## config.mk

```make
export PLATFORM = sky130hd
export DESIGN_NAME = irq_agg
export DESIGN_NICKNAME = d
export VERILOG_FILES = /design/src/rtl/irqa_pkg.sv /design/src/rtl/irqa_edge.sv /design/src/rtl/irqa_slot.sv /design/src/rtl/irqa_pack.sv /design/src/rtl/irq_agg.sv
export SDC_FILE = /design/constraint.sdc
export NUM_CORES = 1
export LEC_CHECK = 0
export BUFFER_PORTS_ARGS = -buffer_cell sky130_fd_sc_hd__buf_2
export CORE_ASPECT_RATIO = 1.4
export CORE_MARGIN = 1.5
export CORE_UTILIZATION = 42
export DETAILED_ROUTE_END_ITERATION = 12
export PLACE_DENSITY = 0.91
export SETUP_SLACK_MARGIN = 0.5
export SYNTH_ARGS = -nofsm -noshare
export SYNTH_HDL_FRONTEND = slang
export SYNTH_SLANG_ARGS = --single-unit
export TNS_END_PERCENT = 1
```

## constraint.sdc

```tcl
create_clock -name clk -period 1.9 [get_ports clk]
set_clock_uncertainty 0.05 [all_clocks]
set_input_delay 0.19 -clock clk [delete_from_list [all_inputs] [get_ports clk]]
set_output_delay 0.19 -clock clk [all_outputs]
set_load 0.02 [all_outputs]
```

## src/rtl/irqa_pkg.sv

```systemverilog
`timescale 1ns/1ps
package irqa_pkg;
   localparam int REG_W    = 32;
   localparam int HALF_W   = 16;
   localparam int STAT_OFS = 16;

   // Mask with n ones starting at bit lo
   function automatic logic [REG_W-1:0] field_mask(input int lo, input int n);
      logic [REG_W-1:0] m;
      m = '0;
      for (int k = 0; k < REG_W; k++) begin
         m[k] = (k >= lo) && (k < lo + n);
      end
      return m;
   endfunction
endpackage

```

## src/rtl/irqa_edge.sv

```systemverilog
`timescale 1ns/1ps
module irqa_edge #(
   parameter int N = 7
) (
   input  logic         clk,
   input  logic         rst_n,
   input  logic [N-1:0] req,
   output logic [N-1:0] rise
);
   logic [N-1:0] prev_q;

   always_ff @(posedge clk or negedge rst_n) begin
      if (!rst_n) prev_q <= '0;
      else        prev_q <= req;
   end

   assign rise = req & ~prev_q;
endmodule

```

## src/rtl/irqa_slot.sv

```systemverilog
`timescale 1ns/1ps
module irqa_slot (
   input  logic clk,
   input  logic rst_n,
   input  logic wr_en,
   input  logic wr_en_bit,
   input  logic wr_clr_bit,
   input  logic set,
   output logic en_q,
   output logic st_q
);
   always_ff @(posedge clk or negedge rst_n) begin
      if (!rst_n) begin
         en_q <= 1'b0;
         st_q <= 1'b0;
      end else begin
         if (wr_en) en_q <= wr_en_bit;
         // hardware set has priority over a write-one clear
         if (set)                     st_q <= 1'b1;
         else if (wr_en && wr_clr_bit) st_q <= 1'b0;
      end
   end
endmodule

```

## src/rtl/irqa_pack.sv

```systemverilog
`timescale 1ns/1ps
module irqa_pack #(
   parameter int FIRST_BIT = 0,
   parameter int NUM_SRC   = 7
) (
   input  logic [NUM_SRC-1:0]         en,
   input  logic [NUM_SRC-1:0]         st,
   output logic [irqa_pkg::REG_W-1:0] rd,
   output logic                       irq
);
   localparam int STAT_BIT = FIRST_BIT + irqa_pkg::STAT_OFS;

   always_comb begin
      rd = '0;
      for (int i = 0; i < NUM_SRC; i++) begin
         rd[FIRST_BIT + i] = en[i];
         rd[STAT_BIT + i]  = st[i];
      end
   end

   assign irq = |(en & st);
endmodule

```

## src/rtl/irq_agg.sv

```systemverilog
`timescale 1ns/1ps
module irq_agg #(
   parameter int FIRST_BIT = 0,
   parameter int NUM_SRC   = 7
) (
   input  logic                 clk,
   input  logic                 rst_n,
   input  logic [NUM_SRC-1:0]   src_req,
   input  logic                 wr_en,
   input  logic [31:0]          wr_data,
   output logic [31:0]          rd_data,
   output logic                 irq_out
);
   localparam int STAT_BIT = FIRST_BIT + irqa_pkg::STAT_OFS;
   localparam logic [31:0] USED_MASK =
      irqa_pkg::field_mask(FIRST_BIT, NUM_SRC) | irqa_pkg::field_mask(STAT_BIT, NUM_SRC);

   generate
      if (NUM_SRC < 1 || FIRST_BIT < 0 || FIRST_BIT + NUM_SRC > irqa_pkg::HALF_W) begin : g_bad_cfg
         $error("irq_agg: enable field must fit in the low register half");
      end
   endgenerate

   logic [NUM_SRC-1:0] rise;
   logic [NUM_SRC-1:0] en_q;
   logic [NUM_SRC-1:0] st_q;

   irqa_edge #(.N(NUM_SRC)) u_edge (
      .clk  (clk),
      .rst_n(rst_n),
      .req  (src_req),
      .rise (rise)
   );

   generate
      for (genvar i = 0; i < NUM_SRC; i++) begin : g_slot
         irqa_slot u_slot (
            .clk       (clk),
            .rst_n     (rst_n),
            .wr_en     (wr_en),
            .wr_en_bit (wr_data[FIRST_BIT + i]),
            .wr_clr_bit(wr_data[STAT_BIT + i]),
            .set       (rise[i]),
            .en_q      (en_q[i]),
            .st_q      (st_q[i])
         );
      end
   endgenerate

   irqa_pack #(.FIRST_BIT(FIRST_BIT), .NUM_SRC(NUM_SRC)) u_pack (
      .en (en_q),
      .st (st_q),
      .rd (rd_data),
      .irq(irq_out)
   );

   logic unused_wr_bits;
   assign unused_wr_bits = ^(wr_data & ~USED_MASK);
endmodule

```

; Word level (Yosys, flattened, before mapping)
; Index checks and enable logic that the tools add are counted.
[totals]
register_bits = 21
latch_bits = 0
mem_bits_rw = 0
romBits = 0
elab_cells = 47
mem_count = 0
[op_classes]
addsub = 0
n_mul = 0
div_mod_pow = 0
magnitude_cmp = 0
n_eq_ne = 0
n_shift = 0
mux = 14
bitwise = 3
n_reduce_logical = 15
[ops]
columns = op, count
row1 = $and A7 B7 Y7, 2
row2 = $mux W1, 14
row3 = $reduce_bool A2 Y1, 7
row4 = $logic_and A1 B1 Y1, 7
row5 = $not A7 Y7, 1
row6 = $reduce_or A7 Y1, 1

; Depth between registers and ports, before layout
[logic_depth]
depth_word = 3
ltp_mapped = 3

; Hierarchy
; From an unflattened synthesis, not the netlist that was laid out.
[unflattened]
cells_unflattened = 86
hier_area_um2 = 1079.8
[by_module_without_submodules]
columns = mod, instances, cells_per_inst, area_per_inst_um2, seq_area_each_um2
row1 = irqa_slot, 7, 5, 76.3, 50.0
row2 = irqa_pack, 1, 37, 274.0, 0.0
row3 = irqa_edge, 1, 14, 271.5, 175.2

; Worst setup path before layout
; OpenSTA, ideal clock, no wires.
[synth_timing]
path_kind = register to output
from = register g_slot[4].u_slot.en_q
to = output port irq_out
arrival_ps = 913
path_slack_ps = 747
path_stages_with_launch = 3
path_buffers = 0
cell_sequence = dfrtp_1 -> a222oi_1 -> nand3_1
[synth_between]
elab_chain_cells = 2
[synth_lines]
columns = element, line
row1 = start: declaration, irqa_slot.sv:9  ; output logic en_q,
row2 = start signal: assignment, irqa_slot.sv:17  ; if (wr_en) en_q <= wr_en_bit;
row3 = $and A7 B7 Y7, irqa_pack.sv:21  ; assign irq = |(en & st);
row4 = $reduce_or A7 Y1, irqa_pack.sv:21
row5 = end: declaration, irq_agg.sv:12  ; output logic irq_out
; Every way passes these cells.

; Worst setup path after layout
[layout_timing]
from = register g_slot[4].u_slot.st_q
to = output port irq_out
[layout_between]
elab_chain_cells = 2
[layout_lines]
columns = element, line
row1 = start: declaration, irqa_slot.sv:10  ; output logic st_q
row2 = start signal: assignment, irqa_slot.sv:15  ; st_q <= 1'b0;
row3 = start signal: assignment, irqa_slot.sv:19  ; if (set) st_q <= 1'b1;
row4 = start signal: assignment, irqa_slot.sv:20  ; else if (wr_en && wr_clr_bit) st_q <= 1'b0;
row5 = $and A7 B7 Y7, irqa_pack.sv:21
row6 = $reduce_or A7 Y1, irqa_pack.sv:21
; Every way passes these cells.

==> impl_metrics.csv <==
group,metric,value,unit
timing,setup_tns,0,ns
synth,netlist_top_cells_area,"dfrtp_1 52%, buf_4 24%, a22o_1 6.0%",
critical_path,r2r-start,"g_slot[4].u_slot.st_q",
grt,grt_pass1_vias,615,
critical_path,crit_path_start_kind,"flip-flop",
synth,synth_ff_type,"dfrtp_1",
synth,syn_area,1010,um2
synth,yosys_warnings,0,
timing,hold_viol,0,
synth,ys_seq_area_share,51.8,%
critical_path,required,1.66,ns
critical_path,path_cells,"a222oi_1 > nand3_1 > buf_2",
cells_and_area,syn_to_final_growth,14.2,%
cells_and_area,utilization,52.0,%
clock_network,htreeDepth,1,
outcome,violations,"design-rule violations",
synth,yosysTopAreaCellShare,51.8,%
pwr,intPower,0.659,mW
timing,period_needed,1.61,ns
pwr,power_frac_seq,55.0,%
synth,syn_area_per_cell,11.7,um2
min_path,worstHoldPathType,"in -> reg",
pwr,comb_power_share,23.6,%
synth,syn_inst,87,
floorplan,die-area,2720,um2
critical_path,cp_max_fo,2,
cells_and_area,multi_input_area,275,um2
pwr,switching_power,0.274,mW
pwr,p_leak,0.635,nW
clock_network,root_buffer,"clkbuf_4",
routing,drt_iter0_drc,14,
floorplan,core_area,2230,um2
synth,synth_edf_count,0,
critical_path,max_stage_delay,0.41,ns
floorplan,die_w,44.5,um
critical_path,rr_worst_depth,2,
floorplan,initial_core_util,45.6,%
cells_and_area,fill_cells,215,
routing,detail-route-antenna-nets,0,
placed_design,dp_hpwl,1290,um
floorplan,die_y,61.2,um
synth,synth_commonest_cells,"32 x buf_4, 21 x dfrtp_1, 7 x a22o_1, 7 x inv_1, 7 x nand2_1",
cells_and_area,drive_above_1_share,40.2,%
clock_network,numCtsBuffers,3,
timing,rsz0062_at_grt,"yes",
synth,yosysMostFrequentCell,"buf_4",
grt,antenna_found_initial,0,
placed_design,finalWeightedCongestion,0.667,
cells_and_area,seq_area,526,um2
min_path,whs_endpoint,"g_slot[1].u_slot.en_q",
pwr,p_per_area,805,nW/um2
timing,slew_viol_final,0,
critical_path,r2r_slack,1.02,ns
critical_path,arrival,1.37,ns
routing,vias,641,
run,maxCapViolations,0,
clock_network,clk_path_buf_depth,2,
synth,ys_ff_latch,21,
placed_design,port_buffers,38,
synth,synth.distinct_cells,12,
critical_path,end_kind,"output pin",
grt,grt_pass1_wl,2640,um
grt,track_usage,13.6,%
timing,fin_crit_sh,84.8,%
routing,wl_per_cell,12.0,um
min_path,holdPathStages,2,
floorplan,ios,75,
clock_network,insertion_delay,0.29,ns
critical_path,crit_type,"reg -> out",
synth,yosysTopAreaCell,"dfrtp_1",
grt,grt_overflow,0,
routing,first_pass_iters,8,
routing,routed_wl,1730,um
cells_and_area,final_nets,165,
clock_network,cts.clk_slew.worst_paths,0.11,ns
outcome,status,"finished with violations",
timing,finalSetupViolCount,0,
clock_network,post_cts_resized,0,
timing,fmax,0.621,GHz
pwr,p_clk_share,21.4,%
cells_and_area,diodes,0,
routing,vias_per_cell,4.45,
synth,synth-async-reset-ratio,100,%
critical_path,rr_endpoint,"g_slot[4].u_slot.st_q",
pwr,vdd_ir_drop_max,0.465,mV
clock_network,cts_tree,"done",
pwr,switching_share,29.4,%
routing,drc,5,
grt,grt_max_degree,22,
min_path,hp-start,"wr_data[1]",
floorplan,num_rows,20,
clock_network,clock_sink_count,21,
critical_path,cpMaxStageDelayCell,"dfrtp_1",
power by group through the flow:
stage	Clock (mW)	Combinational, mW	Sequential [mW]
after CTS	0.211	0.219	0.514
after detailed placement	0	0.205	0.522
final	0.200	0.220	0.513
after global routing	0.232	0.239	0.518
after global placement	0	0.201	0.520
after floorplan	0	0.206	0.515
critical path, delay by kind of cell, from the launching register on:
kind	cells	cell delay (ns)
flip-flops	1	0.41
AO/OA/AOI/OAI	1	0.39
buffers and inverters	1	0.18
AND/OR/NAND/NOR	1	0.11
registers in the layout, summed over array words and instances (netlist names):
register / flops
u_edge.prev_q: 7
g_slot.u_slot.st_q: 7
g_slot.u_slot.en_q: 7
metrics by stage:
stage	cell area (um2)	power (mW)	std cells	setup WS (ns)	hold slack, ns
4_1_cts	1150	0.944	143	0.241	0.0661
3_5_place_dp	1040	0.728	131	0.580	0.116
2_1_floorplan	1080	0.721	104	0.747	-0.156
5_1_grt	1160	0.989	144	0.231	0.0600
3_3_place_gp	1040	0.721	131	0.583	0.103
6_report	1160	0.933	144	0.289	0.0768
metal layers:
layer / wire length (um) / up-vias / track usage, %
met5: 0 / - / 0
met4: 55 / 0 / 9.09
met3: 75 / 6 / 1.76
met2: 957 / 32 / 23.6
met1: 638 / 299 / 15.2
li1: - / 304 / -
worst max path at each step:
stage	from	endpoint	slack (ns)	depth (start not counted)
2_1_floorplan	g_slot[4].u_slot.en_q	irq_out	0.75	2
3_3_place_gp	g_slot[4].u_slot.en_q	irq_out	0.58	3
3_5_place_dp	g_slot[4].u_slot.en_q	irq_out	0.58	3
4_1_cts	g_slot[4].u_slot.en_q	irq_out	0.24	3
5_1_grt	g_slot[4].u_slot.st_q	irq_out	0.23	3
6_report	g_slot[4].u_slot.st_q	irq_out	0.29	3
cell usage in the layout, fill, tap and decap left out, drive strengths merged:
cell | netlist | final
buf | 33 | 39
dfrtp | 21 | 21
conb | 1 | 18
dlygate4sd3 | 0 | 8
inv | 7 | 7
nand2 | 7 | 7
a22o | 7 | 7
mux2 | 7 | 7
clkbuf | 0 | 4
a22oi | 2 | 2
a222oi | 1 | 1
nand3 | 1 | 1
logic make-up after synthesis:
family,count (synthesis),share of synthesized area [%]
DFF,21,51.8
and+or+nand+nor,8,3.08
other,1,0.370
muxes,7,8.88
buffers and inverters,40,27.4
AOI/OAI and AO/OA,10,8.51
area by class of cell:
type	instances	area share, %
tap	22	2.38
clock buffer	4	2.27
timing repair buffer	47	24.0
inverter	7	2.27
multi-input combinational	43	23.8
sequential	21	45.4
repair_timing:
action                                 in CTS  in global routing
setup endpoints to repair                   1                  1
endpoints found under the hold margin      28                  0
hold buffers                                8                  0
cloned                                      0                  0
setup buffers                               0                  1
pin swaps                                   0                  1
No activity file was read; power rests on OpenSTA's default activity.
